## config.mk

```make
export PLATFORM = sky130hd
export DESIGN_NAME = pred_write_ctrl
export DESIGN_NICKNAME = d
export VERILOG_FILES = /design/src/rtl/pred_write_ctrl.sv
export SDC_FILE = /design/constraint.sdc
export NUM_CORES = 1
export LEC_CHECK = 0
export BUFFER_PORTS_ARGS = -buffer_cell sky130_fd_sc_hd__buf_2
export CORE_UTILIZATION = 48
export CTS_CLUSTER_SIZE = 12
export DETAILED_ROUTE_END_ITERATION = 7
export HOLD_SLACK_MARGIN = 0.08
export PLACE_DENSITY = 0.87
export SETUP_SLACK_MARGIN = 0.05
export SYNTH_ARGS = -nofsm -noshare
export SYNTH_HDL_FRONTEND = slang
export SYNTH_SLANG_ARGS = --single-unit
```

## constraint.sdc

```tcl
create_clock -name clk -period 5.85 [get_ports clk]
set_input_delay 0.8775 -clock clk [delete_from_list [all_inputs] [get_ports clk]]
set_output_delay 0.8775 -clock clk [all_outputs]
set_load 0.05 [all_outputs]
```

## src/rtl/pred_write_ctrl.sv

```systemverilog
module pred_write_ctrl #(
  parameter int NELEM = 16,
  parameter int NPREG = 8,
  localparam int LW = $clog2(NELEM + 1),
  localparam int CW = $clog2(NPREG + 1)
) (
  input  logic               clk,
  input  logic               rst_n,
  input  logic [LW-1:0]      vl,
  input  logic [LW-1:0]      mvl,
  input  logic               psel,
  input  logic [NELEM-1:0]   pred0,
  input  logic [NELEM-1:0]   pred1,
  input  logic               pred_rd,
  input  logic               pred_wr,
  input  logic               cnt_wr,
  input  logic [CW-1:0]      cnt_wdata,
  output logic [2*NELEM-1:0] act,
  output logic               illegal,
  output logic [CW-1:0]      pcnt,
  output logic               clr_data,
  output logic               set_pred,
  output logic               load_vl,
  output logic [NPREG-1:0]   set_pred_mask
);

  localparam logic [1:0] ACT_KEEP = 2'b00;
  localparam logic [1:0] ACT_WR   = 2'b01;
  localparam logic [1:0] ACT_ZERO = 2'b10;

  logic [CW-1:0]    pcnt_q;
  logic             pulse_q;
  logic [NPREG-1:0] pen_q;
  logic [NPREG-1:0] pen_next;
  logic [NELEM-1:0] mask;
  logic [LW-1:0]    mvl_eff;
  logic [LW-1:0]    vl_eff;

  wire cnt_bad = cnt_wr && (cnt_wdata > CW'(NPREG));
  wire cnt_ok  = cnt_wr && !cnt_bad;
  wire no_pred = (pcnt_q == '0);

  assign illegal = cnt_bad || (no_pred && pred_rd && psel) || (no_pred && pred_wr);

  assign mvl_eff = (mvl > LW'(NELEM)) ? LW'(NELEM) : mvl;
  assign vl_eff  = (vl > mvl_eff) ? mvl_eff : vl;

  always_comb begin
    if (!pred_rd)     mask = '1;
    else if (psel)    mask = pred1;
    else if (no_pred) mask = '1;
    else              mask = pred0;
  end

  always_comb begin
    for (int j = 0; j < NPREG; j++)
      pen_next[j] = (CW'(j) < cnt_wdata);
  end

  for (genvar i = 0; i < NELEM; i++) begin : g_elem
    always_comb begin
      if (illegal || vl_eff == '0 || LW'(i) >= mvl_eff) act[2*i +: 2] = ACT_KEEP;
      else if (LW'(i) >= vl_eff)                         act[2*i +: 2] = ACT_ZERO;
      else if (!mask[i])                                  act[2*i +: 2] = ACT_ZERO;
      else                                                act[2*i +: 2] = ACT_WR;
    end
  end

  always_ff @(posedge clk or negedge rst_n) begin
    if (!rst_n) begin
      pcnt_q  <= '0;
      pulse_q <= 1'b0;
      pen_q   <= '0;
    end else begin
      pulse_q <= cnt_ok;
      if (cnt_ok) begin
        pcnt_q <= cnt_wdata;
        pen_q  <= pen_next;
      end
    end
  end

  assign pcnt          = pcnt_q;
  assign clr_data      = pulse_q;
  assign set_pred      = pulse_q;
  assign load_vl       = pulse_q;
  assign set_pred_mask = pulse_q ? pen_q : '0;

  a_r10_illegal_keeps: assert property (@(posedge clk) disable iff (!rst_n)
    illegal |-> (act == '0));

  a_r4_zero_len_keeps: assert property (@(posedge clk) disable iff (!rst_n)
    (vl == '0) |-> (act == '0));

  a_r7_count_in_range: assert property (@(posedge clk) disable iff (!rst_n)
    pcnt <= CW'(NPREG));

  a_r7_bad_write_holds: assert property (@(posedge clk) disable iff (!rst_n)
    (cnt_wr && cnt_wdata > CW'(NPREG)) |=> $stable(pcnt));

  a_r9_pulse_after_write: assert property (@(posedge clk) disable iff (!rst_n)
    (cnt_wr && !(cnt_wdata > CW'(NPREG))) |=> (clr_data && load_vl && pcnt == $past(cnt_wdata)));

  a_r9_no_pulse_idle: assert property (@(posedge clk) disable iff (!rst_n)
    !cnt_wr |=> (!clr_data && !set_pred && set_pred_mask == '0));

  a_r8_write_needs_preds: assert property (@(posedge clk) disable iff (!rst_n)
    (pcnt == '0 && pred_wr) |-> illegal);

endmodule

```

==> impl_metrics.py <==
metrics = {
    "finish": {
        "multi_input_area_sq_um": 1249,
        "postLayoutCellArea_sq_um": 2172,
        "diodes": 0,
        "regArea_sq_um": 300.3,
        "drive_gt1_frac": 0.4045,
        "area_growth_pct": 29.26,
        "fill_cells": 320,
        "final_nets": 372,
    },
    "global_route": {
        "antenna_found_initial": 0,
        "grt_max_degree": 22,
        "grt_pass1_vias": 1806,
        "grtUsageTotal": 0.2765,
        "grt_pass1_wl_mm": 7.921,
        "gr-total-overflow": 0,
    },
    "floorplan": {
        "rows": 21,
        "io-pin-count": 100,
        "die_x_um": 61.17,
        "core_sq_um": 3337,
        "start_util": 0.5036,
        "die_y_um": 61.17,
        "die-area_sq_um": 3741,
    },
    "clocking": {
        "cts-root-buf": "clkbuf_4",
        "cts.clk_slew.worst_paths_ns": 0.08,
        "cts_resized": 0,
        "ctsHoldBuffers": 0,
        "cts_sinks": 12,
        "cts_tree": "done",
        "clock_latency_ns": 0.28,
        "post_cts_buffers": 0,
        "cts_max_level": 1,
        "numCtsBuffers": 3,
        "ctsLongestPathBuffers": 2,
    },
    "worst_setup_path": {
        "cp_max_fo": 21,
        "path_cells": "buf_2 -> clkinv_1 -> nand2_1 -> ha_1 -> nor2_1 -> a211o_1 -> and2_1 -> mux2_4 -> a221o_1 -> buf_4 -> nor3_1 -> buf_2",
        "crit_path_frequent_cell": "buf_2",
        "setup.worst_path.class": "primary input to primary output",
        "slowest_stage": "a221o_1",
        "required_ns": 4.97,
        "start_kind": "primary input",
        "cp.arrival_ns": 4.27,
        "critPathMaxStageDelay_ns": 0.52,
        "crit_family": "buffers and inverters",
        "critPathCaptureType": "primary output",
        "worst-path-buf-inv": 4,
    },
    "sta": {
        "hold_viol_final": 0,
        "slew_headroom": 0.4048,
        "finalClockSkew_ns": 0,
        "max_freq_ghz": 0.1942,
        "holdWs_ns": 0.4615,
        "finalSetupViolations": 0,
        "min_period_ns": 5.150,
        "fin_setup_tns_ns": 0,
        "tightest_slew_ns": 0.8928,
        "maxSlewViolCount": 0,
        "rsz0062_at_grt": "false",
        "fin_crit_sh": 0.8804,
    },
    "detailed_routing": {
        "viasPerCell": 6.064,
        "drc": 0,
        "drt_iter0_drc": 162,
        "routedWlPerCell_um": 14.97,
        "ant_nets": 0,
        "drtPass1Iterations": 4,
        "dr_total_vias": 2183,
        "drt_wl_total_mm": 5.388,
    },
    "power": {
        "leakage_uw": 0.001050,
        "power_uw": 521.4,
        "p_per_area_nw_per_um2": 240.0,
        "ir_worst_vdd_mv": 0.1728,
    },
    "synth": {
        "ys_seq_area_frac": 0.1787,
        "ys_types": 45,
        "synth-edff-count": 0,
        "syn_nets": 284,
        "synthArstFlopShare": 1.000,
        "synth_area_sq_um": 1680,
        "syn_avg_cell_area_sq_um": 7.402,
        "yosys_most_used_dff": "dfrtp_1",
        "yosysTopAreaCell": "dfrtp_1",
        "synth_top_area_share": 0.1787,
        "yosys-top-cells-area": "dfrtp_1 18%, o22ai_1 6.7%, nor3b_2 6.0%",
        "synth_seq_cells": 12,
        "syn_inst": 227,
        "yosys_warnings": 0,
    },
    "status": {
        "outcome": "complete, no violations",
    },
    "placement": {
        "dpl_cell_area_sq_um": 2136,
        "io_buffer_count": 99,
        "detailed_place_hpwl_mm": 4.133,
        "place.gp.congestion": 0.9126,
    },
    "hold_path": {
        "hp-class": "primary input to asynchronous set/reset pin",
    },
    "flow_run": {
        "cap_violations": 0,
    },
}
## final cells by class
type                       instances  area share
multi-input combinational        191      0.5749
clock buffer                       4     0.01671
sequential                        12      0.1382
tap                               46     0.02650
timing repair buffer             100      0.2316
inverter                           7     0.01210
## Yosys cell counts (2+ instances only)
master / count
nand2_1: 18
o22ai_1: 18
nor3_1: 17
a21oi_1: 16
nor2_1: 16
and2_1: 12
dfrtp_1: 12
clkbuf_1: 8
nor3b_2: 8
nor4_1: 8
a31oi_1: 7
o21ai_0: 7
inv_1: 6
nand3_1: 6
ha_1: 5
nor3b_1: 5
buf_6: 4
nand2b_1: 4
nand3b_1: 4
or3_1: 4
a211o_1: 3
a31o_2: 3
buf_4: 3
mux2_2: 3
or2_2: 3
a211oi_1: 2
a221o_1: 2
and3_1: 2
buf_1: 2
nor2b_1: 2
or3b_2: 2
or4_1: 2
## worst reg2reg max path, cell delays in order, from the launching register on
cell      delay, ns
dfrtp_1        0.40
o21ai_0        0.16
o221ai_1       0.14
## kinds of logic after synthesis
group | share of synthesized area
simple gates | 0.4222
mux | 0.03499
compound gates | 0.2487
fa+ha+maj | 0.03723
buf+inv | 0.07818
flops | 0.1787
## final timing paths
check / endpoint / cells past startpoint / startpoint / slack, ns
worst max-delay path: act[17] / 12 / mvl[4] / 0.70
worst min-delay path: pcnt[2]$_DFFE_PN0P_ / 1 / rst_n / 0.46
worst max register to register: pen_q[6]$_DFFE_PN0P_ / 2 / pen_q[6]$_DFFE_PN0P_ / 5.03
worst min register to register: pen_q[3]$_DFFE_PN0P_ / 2 / pen_q[3]$_DFFE_PN0P_ / 0.49
max in group asynchronous: pcnt[3]$_DFFE_PN0P_ / 1 / rst_n / 5.17
min in group clk: pen_q[3]$_DFFE_PN0P_ / 2 / pen_q[3]$_DFFE_PN0P_ / 0.49
## metrics by stage
step	std cells	setup slack, ns	utilization
final	360	0.6997	0.6509
after global routing	360	0.4935	0.6509
after CTS	360	0.7880	0.6509
after detailed placement	356	0.7927	0.6400
after global placement	356	0.8707	0.6400
after floorplan	227	0.5814	-
## sequential cells by signal, summed over array words and instances (netlist names)
name      count
pcnt          4
pen_q         7
clr_data      1
## metal layers
metal / up-vias / wire [um] / global-route usage / part of all wire
li1: 1043 / - / - / -
met1: 997 / 2264 / 0.3565 / 0.42
met2: 136 / 2575 / 0.4829 / 0.48
met3: 7 / 502 / 0.02101 / 0.093
met4: 0 / 46 / 0.1006 / 0.0085
met5: - / 0 / 0 / 0
## where the power goes
| group | switching [uW] | leakage (uW) | internal [uW] |
|---|---|---|---|
| Sequential | 8.63 | 0.000141 | 93.9 |
| Clock | 29.9 | 0.0000210 | 37.9 |
| Combinational | 254 | 0.000889 | 97.0 |
| Total | 292 | 0.00105 | 229 |
## cells in the final DEF, fill, tap and decap left out, types with 3 or more instances in the layout
master and n:
ha_1 5, nor2_1 16, nor4_1 8, buf_2 99, mux2_2 3, or2_2 3
and2_1 12, or3_1 4, a31o_2 3, a31oi_1 7, nand3b_1 4, nand2_1 18
clkbuf_4 3, nor3_1 17, o21ai_0 7, a21oi_1 16, dfrtp_1 12, nand3_1 6
nand2b_1 4, inv_1 6, a211o_1 3, nor3b_1 5, o22ai_1 18, nor3b_2 8
No activity file was read; power rests on OpenSTA's default activity.
